$ cat src/rtl/uartRxPkg.sv
package uartRxPkg;

  typedef enum logic [2:0] {
    ST_IDLE,
    ST_START,
    ST_DATA,
    ST_PARITY,
    ST_STOP,
    ST_HOLD
  } rxState_e;

  // strobes from control to datapath
  typedef struct packed {
    logic clearFrame;
    logic shiftBit;
    logic takeParity;
    logic takeStop;
  } rxStrobe_t;

  typedef struct packed {
    logic       brk;
    logic       frameErr;
    logic       parErr;
    logic [7:0] data;
  } rxEntry_t;

  function automatic logic [3:0] wordBits(input logic [1:0] code);
    return 4'd5 + {2'b00, code};
  endfunction

endpackage

$ cat src/rtl/rxCtrl.sv
module rxCtrl
  import uartRxPkg::*;
#(
  parameter int OVERSAMPLE = 16
) (
  input  logic       clk,
  input  logic       rstN,
  input  logic       tick,
  input  logic       rxS,
  input  logic       rxFall,
  input  logic       allZero,
  input  logic [1:0] wordLen,
  input  logic       parityEn,
  output rxStrobe_t  strobe
);

  localparam int CW = $clog2(OVERSAMPLE);
  localparam logic [CW-1:0] HALF_LAST = CW'(OVERSAMPLE / 2 - 1);
  localparam logic [CW-1:0] FULL_LAST = CW'(OVERSAMPLE - 1);

  rxState_e      state;
  logic [CW-1:0] tickCnt;
  logic [2:0]    bitCnt;
  logic          atSample;
  logic          lastData;
  logic [3:0]    nBits;

  assign nBits    = wordBits(wordLen);
  assign lastData = ({1'b0, bitCnt} == nBits - 4'd1);
  assign atSample = tick && (tickCnt == ((state == ST_START) ? HALF_LAST : FULL_LAST));

  always_comb begin
    strobe            = '0;
    strobe.clearFrame = (state == ST_START)  && atSample && !rxS;
    strobe.shiftBit   = (state == ST_DATA)   && atSample;
    strobe.takeParity = (state == ST_PARITY) && atSample;
    strobe.takeStop   = (state == ST_STOP)   && atSample;
  end

  always_ff @(posedge clk or negedge rstN) begin
    if (!rstN) begin
      state   <= ST_IDLE;
      tickCnt <= '0;
      bitCnt  <= '0;
    end else begin
      case (state)
        ST_IDLE: begin
          tickCnt <= '0;
          bitCnt  <= '0;
          if (rxFall) state <= ST_START;
        end
        ST_HOLD: begin
          if (rxS) state <= ST_IDLE;
        end
        default: begin
          if (tick) begin
            tickCnt <= atSample ? '0 : tickCnt + 1'b1;
            if (atSample) begin
              unique case (state)
                ST_START: state <= rxS ? ST_IDLE : ST_DATA;
                ST_DATA: begin
                  bitCnt <= bitCnt + 3'd1;
                  if (lastData) state <= parityEn ? ST_PARITY : ST_STOP;
                end
                ST_PARITY: state <= ST_STOP;
                ST_STOP:   state <= (allZero && !rxS) ? ST_HOLD : ST_IDLE;
                default:   state <= ST_IDLE;
              endcase
            end
          end
        end
      endcase
    end
  end

endmodule

$ cat src/rtl/rxDatapath.sv
module rxDatapath
  import uartRxPkg::*;
#(
  parameter int SYNC_STAGES = 2
) (
  input  logic       clk,
  input  logic       rstN,
  input  logic       rxdIn,
  input  rxStrobe_t  strobe,
  input  logic [1:0] wordLen,
  input  logic       parityEn,
  input  logic       evenSel,
  input  logic       stickSel,
  output logic       rxS,
  output logic       rxFall,
  output logic       allZero,
  output rxEntry_t   entry
);

  logic [SYNC_STAGES-1:0] syncQ;
  logic                   prevRx;
  logic [7:0]             shiftReg;
  logic                   parBit;
  logic [7:0]             aligned;
  logic [3:0]             nBits;

  always_ff @(posedge clk or negedge rstN) begin
    if (!rstN) syncQ <= '1;
    else       syncQ <= {syncQ[SYNC_STAGES-2:0], rxdIn};
  end

  assign rxS = syncQ[SYNC_STAGES-1];

  always_ff @(posedge clk or negedge rstN) begin
    if (!rstN) prevRx <= 1'b1;
    else       prevRx <= rxS;
  end

  assign rxFall = prevRx && !rxS;

  always_ff @(posedge clk or negedge rstN) begin
    if (!rstN) begin
      shiftReg <= '0;
      parBit   <= 1'b0;
      allZero  <= 1'b1;
    end else if (strobe.clearFrame) begin
      shiftReg <= '0;
      parBit   <= 1'b0;
      allZero  <= 1'b1;
    end else if (strobe.shiftBit) begin
      shiftReg <= {rxS, shiftReg[7:1]};
      allZero  <= allZero && !rxS;
    end else if (strobe.takeParity) begin
      parBit  <= rxS;
      allZero <= allZero && !rxS;
    end
  end

  assign nBits   = wordBits(wordLen);
  assign aligned = shiftReg >> (4'd8 - nBits);

  always_comb begin
    entry.data     = aligned;
    entry.frameErr = !rxS;
    entry.brk      = allZero && !rxS;
    if (!parityEn)     entry.parErr = 1'b0;
    else if (stickSel) entry.parErr = (parBit == evenSel);
    else               entry.parErr = (^aligned) ^ parBit ^ !evenSel;
  end

endmodule

$ cat src/rtl/rxBuffer.sv
module rxBuffer
  import uartRxPkg::*;
#(
  parameter int DEPTH = 4
) (
  input  logic                   clk,
  input  logic                   rstN,
  input  logic                   pushEn,
  input  rxEntry_t               pushEntry,
  input  logic                   fifoMode,
  input  logic                   popReady,
  output rxEntry_t               headEntry,
  output logic                   headValid,
  output logic                   overrun,
  output logic [$clog2(DEPTH):0] fill
);

  localparam int PW = $clog2(DEPTH);

  rxEntry_t      mem [DEPTH];
  logic [PW-1:0] wrPtr;
  logic [PW-1:0] rdPtr;
  logic [PW:0]   capacity;
  logic          pop;
  logic          accept;
  logic          drop;

  assign capacity  = fifoMode ? (PW+1)'(DEPTH) : (PW+1)'(1);
  assign headValid = (fill != '0);
  assign pop       = headValid && popReady;
  assign accept    = pushEn && ((fill < capacity) || pop);
  assign drop      = pushEn && !accept;
  assign headEntry = mem[rdPtr];

  always_ff @(posedge clk) begin
    if (accept) mem[wrPtr] <= pushEntry;
  end

  always_ff @(posedge clk or negedge rstN) begin
    if (!rstN) begin
      wrPtr   <= '0;
      rdPtr   <= '0;
      fill    <= '0;
      overrun <= 1'b0;
    end else begin
      if (accept) wrPtr <= wrPtr + 1'b1;
      if (pop)    rdPtr <= rdPtr + 1'b1;
      case ({accept, pop})
        2'b10:   fill <= fill + 1'b1;
        2'b01:   fill <= fill - 1'b1;
        default: fill <= fill;
      endcase
      if (drop)     overrun <= 1'b1;
      else if (pop) overrun <= 1'b0;
    end
  end

endmodule

$ cat src/rtl/uartRxCore.sv
module uartRxCore
  import uartRxPkg::*;
#(
  parameter int DEPTH       = 4,
  parameter int OVERSAMPLE  = 16,
  parameter int SYNC_STAGES = 2
) (
  input  logic       clk,
  input  logic       rstN,
  input  logic       baudTick16,
  input  logic       rxdIn,
  input  logic [1:0] cfgWordLen,
  input  logic       cfgParityEn,
  input  logic       cfgEvenSel,
  input  logic       cfgStickSel,
  input  logic       cfgFifoMode,
  output logic       rdValid,
  input  logic       rdReady,
  output logic [7:0] rdData,
  output logic       rdParityErr,
  output logic       rdFrameErr,
  output logic       rdBreak,
  output logic       overrun
);

  rxStrobe_t              strobe;
  rxEntry_t               newEntry;
  rxEntry_t               headEntry;
  logic                   rxS;
  logic                   rxFall;
  logic                   allZero;
  logic [$clog2(DEPTH):0] bufFill;

  rxCtrl #(.OVERSAMPLE(OVERSAMPLE)) i_ctrl (
    .clk      (clk),
    .rstN     (rstN),
    .tick     (baudTick16),
    .rxS      (rxS),
    .rxFall   (rxFall),
    .allZero  (allZero),
    .wordLen  (cfgWordLen),
    .parityEn (cfgParityEn),
    .strobe   (strobe)
  );

  rxDatapath #(.SYNC_STAGES(SYNC_STAGES)) i_dp (
    .clk      (clk),
    .rstN     (rstN),
    .rxdIn    (rxdIn),
    .strobe   (strobe),
    .wordLen  (cfgWordLen),
    .parityEn (cfgParityEn),
    .evenSel  (cfgEvenSel),
    .stickSel (cfgStickSel),
    .rxS      (rxS),
    .rxFall   (rxFall),
    .allZero  (allZero),
    .entry    (newEntry)
  );

  rxBuffer #(.DEPTH(DEPTH)) i_buf (
    .clk       (clk),
    .rstN      (rstN),
    .pushEn    (strobe.takeStop),
    .pushEntry (newEntry),
    .fifoMode  (cfgFifoMode),
    .popReady  (rdReady),
    .headEntry (headEntry),
    .headValid (rdValid),
    .overrun   (overrun),
    .fill      (bufFill)
  );

  assign rdData      = headEntry.data;
  assign rdParityErr = headEntry.parErr;
  assign rdFrameErr  = headEntry.frameErr;
  assign rdBreak     = headEntry.brk;

endmodule

$ cat config.mk
export PLATFORM = sky130hd
export DESIGN_NAME = uartRxCore
export DESIGN_NICKNAME = d
export VERILOG_FILES = /design/src/rtl/uartRxPkg.sv /design/src/rtl/rxCtrl.sv /design/src/rtl/rxDatapath.sv /design/src/rtl/rxBuffer.sv /design/src/rtl/uartRxCore.sv
export SDC_FILE = /design/constraint.sdc
export NUM_CORES = 1
export LEC_CHECK = 0
export BUFFER_PORTS_ARGS = -buffer_cell sky130_fd_sc_hd__buf_2
export CORE_MARGIN = 2
export CORE_UTILIZATION = 42
export DETAILED_ROUTE_END_ITERATION = 8
export GPL_TIMING_DRIVEN = 0
export HOLD_SLACK_MARGIN = 0.02
export PLACE_DENSITY = 0.66
export SETUP_SLACK_MARGIN = 0.3
export SLEW_MARGIN = 20
export SYNTH_ARGS = -nofsm -noshare
export SYNTH_HDL_FRONTEND = slang
export SYNTH_SLANG_ARGS = --single-unit
$ cat constraint.sdc
create_clock -name clk -period 3.4 [get_ports clk]
set_input_delay 0.17 -clock clk [delete_from_list [all_inputs] [get_ports clk]]
set_output_delay 0.17 -clock clk [all_outputs]
set_load 0.05 [all_outputs]
==> reports/results.ini <==
[power]
p_leak_nw = 1.597
intPower_mw = 1.710
pwr-share-seq = 0.395
p_sw_frac = 0.3794
p_clk_frac = 0.252
powerDensity_nw_per_um2 = 688.1
combPwrFrac = 0.353
ir_worst_vdd_v = 0.0003373
p_switching_mw = 1.045

[placed_design]
io_buffers = 22
dp_cells = 386
routabilityCongestion = 0.7824
hpwl_mm = 4.309

[die]
start_util = 0.4325
rows = 33
io_pins = 24
dieArea_um2 = 9169
design.core.area_um2 = 8175
die_w_um = 95.76
die_y_um = 95.76

[clock_tree]
clock-sinks = 75
worstSkewPairLatency_ns = 0.35
cts.clk_slew.worst_paths_ns = 0.08
htree_levels = 3
cts_max_path_buffers = 2
cts_tree = yes
numCtsBuffers = 9
clockRootBuffer = clkbuf_8

[synth]
syn_area_um2 = 3536
synth_most_common_cell = edfxtp_1
ys_seq_area_frac = 0.5945
synth_area_leaders = edfxtp_1, dfrtp_1, mux4_2
synth_top_cell_by_area = edfxtp_1
synth.top_cell.area_share = 0.3737
syn_nets = 278
synth_cell_types = 51
avgSynthCellArea_um2 = 13.65
synth_edf_count = 44
synthFlopType = edfxtp_1
synth_common_cells = edfxtp_1, dfrtp_1, nand2_1, nor2_1, mux4_2
async_reset_ff_frac = 0.4133
synth-seq-cells = 75
yosysWarnings = 0
synth_cells = 259

[grt]
grt.total_usage = 0.1580
grt_first_pass_wirelength_mm = 10.66
overflow = 0
antenna_found_initial = 0
grt_max_degree = 32
grt_pass1_vias = 2149

[sta]
setup_viol = 0
drv_slew = 0
slew_headroom = 0.4221
tightest_slew_ns = 0.8597
fmax_ghz = 0.3762
worst_clock_skew_ns = 0.008269
rsz0062_at_grt = no
finalHoldViolations = 0
finalSetupTns_ns = 0
timing.final.crit_share = 0.7818
period_minus_slack_ns = 2.658

[min_path]
min_from = rdReady
hp-class = in -> reg

[setup_path]
required_ns = 3.55
cp-end-kind = flip-flop
arrival_ns = 2.81
worstPathMaxFanout = 8
critPathLaunchType = flip-flop
criticalPathCategory = reg -> reg
setup.worst_path.start = i_dp.shiftReg[6]
rr_startpoint = i_dp.shiftReg[6]

[routing]
drt_wl_total_mm = 6.278
remaining_drc_errors = 0
viasPerCell = 5.361
num_vias = 2166
routedWlPerCell_um = 15.54
dr.pass1.iters = 4
antenna_left = 0
drt_iter0_markers = 146

[finish]
area_growth_pct = 13.23
fin_nets = 313
drive_above_1_share = 0.2040
antenna_cells = 0
final_cells = 404

[run_status]
outcome = completed

[flow_run]
maxCapViolCount = 0

==> cell usage in the layout, fill, tap and decap left out, drive strengths merged, types with 4 or more instances in the layout <==
master / instances
nor2: 15
nand2: 19
mux4: 15
clkinv: 4
dfstp: 4
inv: 11
a21oi: 8
a22o: 9
clkbuf: 15
buf: 28
dfrtp: 27
edfxtp: 44
nor3: 4
a21o: 4
and2: 5
xnor2: 13
ha: 7
or3: 4
nand3: 4
o21ai: 14
==> sequential cells by signal, summed over array words and instances (netlist names) <==
register / count
i_dp.syncQ: 2
i_buf.rdPtr: 2
i_ctrl.bitCnt: 3
i_ctrl.state: 3
i_dp.shiftReg: 8
i_dp.parBit: 1
i_buf.overrun: 1
i_ctrl.tickCnt: 4
i_dp.prevRx: 1
i_buf.mem: 44
i_buf.wrPtr: 2
i_dp.allZero: 1
i_buf.fill: 3
==> critical path: stages (launching register included) <==
cell      delay, ns
dfrtp_1        0.36
clkbuf_1       0.19
mux4_2         0.56
xnor2_1        0.21
xnor2_1        0.16
xnor3_1        0.35
or3_1          0.36
a21oi_1        0.27
==> cell families (layout without fill, tap and decap cells) <==
logic type / count (synthesis) / after routing / share of synthesized area
flip-flops: 75 / 75 / 0.5945
AND/OR/NAND/NOR: 68 / 68 / 0.09696
AO/OA/AOI/OAI: 49 / 49 / 0.09307
buffers and inverters: 23 / 63 / 0.03008
multiplexers: 20 / 20 / 0.1115
XOR/XNOR: 16 / 16 / 0.04353
adder cells (fa/ha/maj): 8 / 8 / 0.03043
==> per-stage QoR <==
| step | cell area [µm²] | util | hold WS (ns) | setup WS, ns | total power [mW] |
|---|---|---|---|---|---|
| after global routing | 4004 | 0.4897 | 0.1582 | 0.5714 | 2.913 |
| after global placement | 3777 | 0.4620 | 0.2647 | 0.8209 | 2.075 |
| after detailed placement | 3784 | 0.4628 | 0.2692 | 0.7477 | 2.089 |
| final | 4004 | 0.4897 | 0.1386 | 0.7419 | 2.755 |
| after CTS | 4004 | 0.4897 | 0.1360 | 0.7217 | 2.779 |
| after floorplan | 3536 | - | -0.1256 | 0.9931 | 1.892 |
==> routing by layer <==
metal | up-vias | track usage | part of all wire
met4 | 0 | 0.07262 | 0.015
met1 | 1070 | 0.2184 | 0.46
li1 | 1039 | - | -
met2 | 49 | 0.2413 | 0.49
met5 | - | 0 | 0
met3 | 8 | 0.03289 | 0.032
==> worst paths after layout <==
path / end / slack [ns] / depth (start not counted)
hold reg to reg: i_dp.syncQ[1] / 0.36 / 0
setup reg to reg: i_buf.mem[0][8] / 0.74 / 7
min in group asynchronous: i_ctrl.tickCnt[1] / 0.39 / 2
hold / removal: i_buf.rdPtr[0] / 0.14 / 3
setup / recovery: i_buf.mem[0][8] / 0.74 / 7
max in group asynchronous: i_dp.shiftReg[2] / 2.55 / 2
==> power groups by stage <==
stage               clock, mW  sequential (mW)  combinational [mW]
detailed placement          0             1.11               0.983
floorplan                   0             1.09               0.806
global route            0.741             1.10                1.07
finish                  0.694             1.09               0.974
global placement            0             1.10               0.970
CTS                     0.706             1.09               0.985
==> cell type report <==
type / count / area (µm²)
timing repair buffer: 24 / 130.1
buffer: 13 / 68.82
clock inverter: 7 / 76.32
fill: 729 / 4172
tap: 105 / 131.4
inverter: 10 / 37.54
multi-input combinational: 161 / 1334
sequential: 75 / 2102
clock buffer: 9 / 123.9
==> timing repair <==
| item | in CTS | in global routing |
|---|---|---|
| gates resized for setup | 0 | 0 |
| hold endpoints to repair | 28 | 0 |
| buffers inserted | 0 | 0 |
| hold buffers | 2 | 0 |
Note: power is estimated with default switching activity, not from simulation.
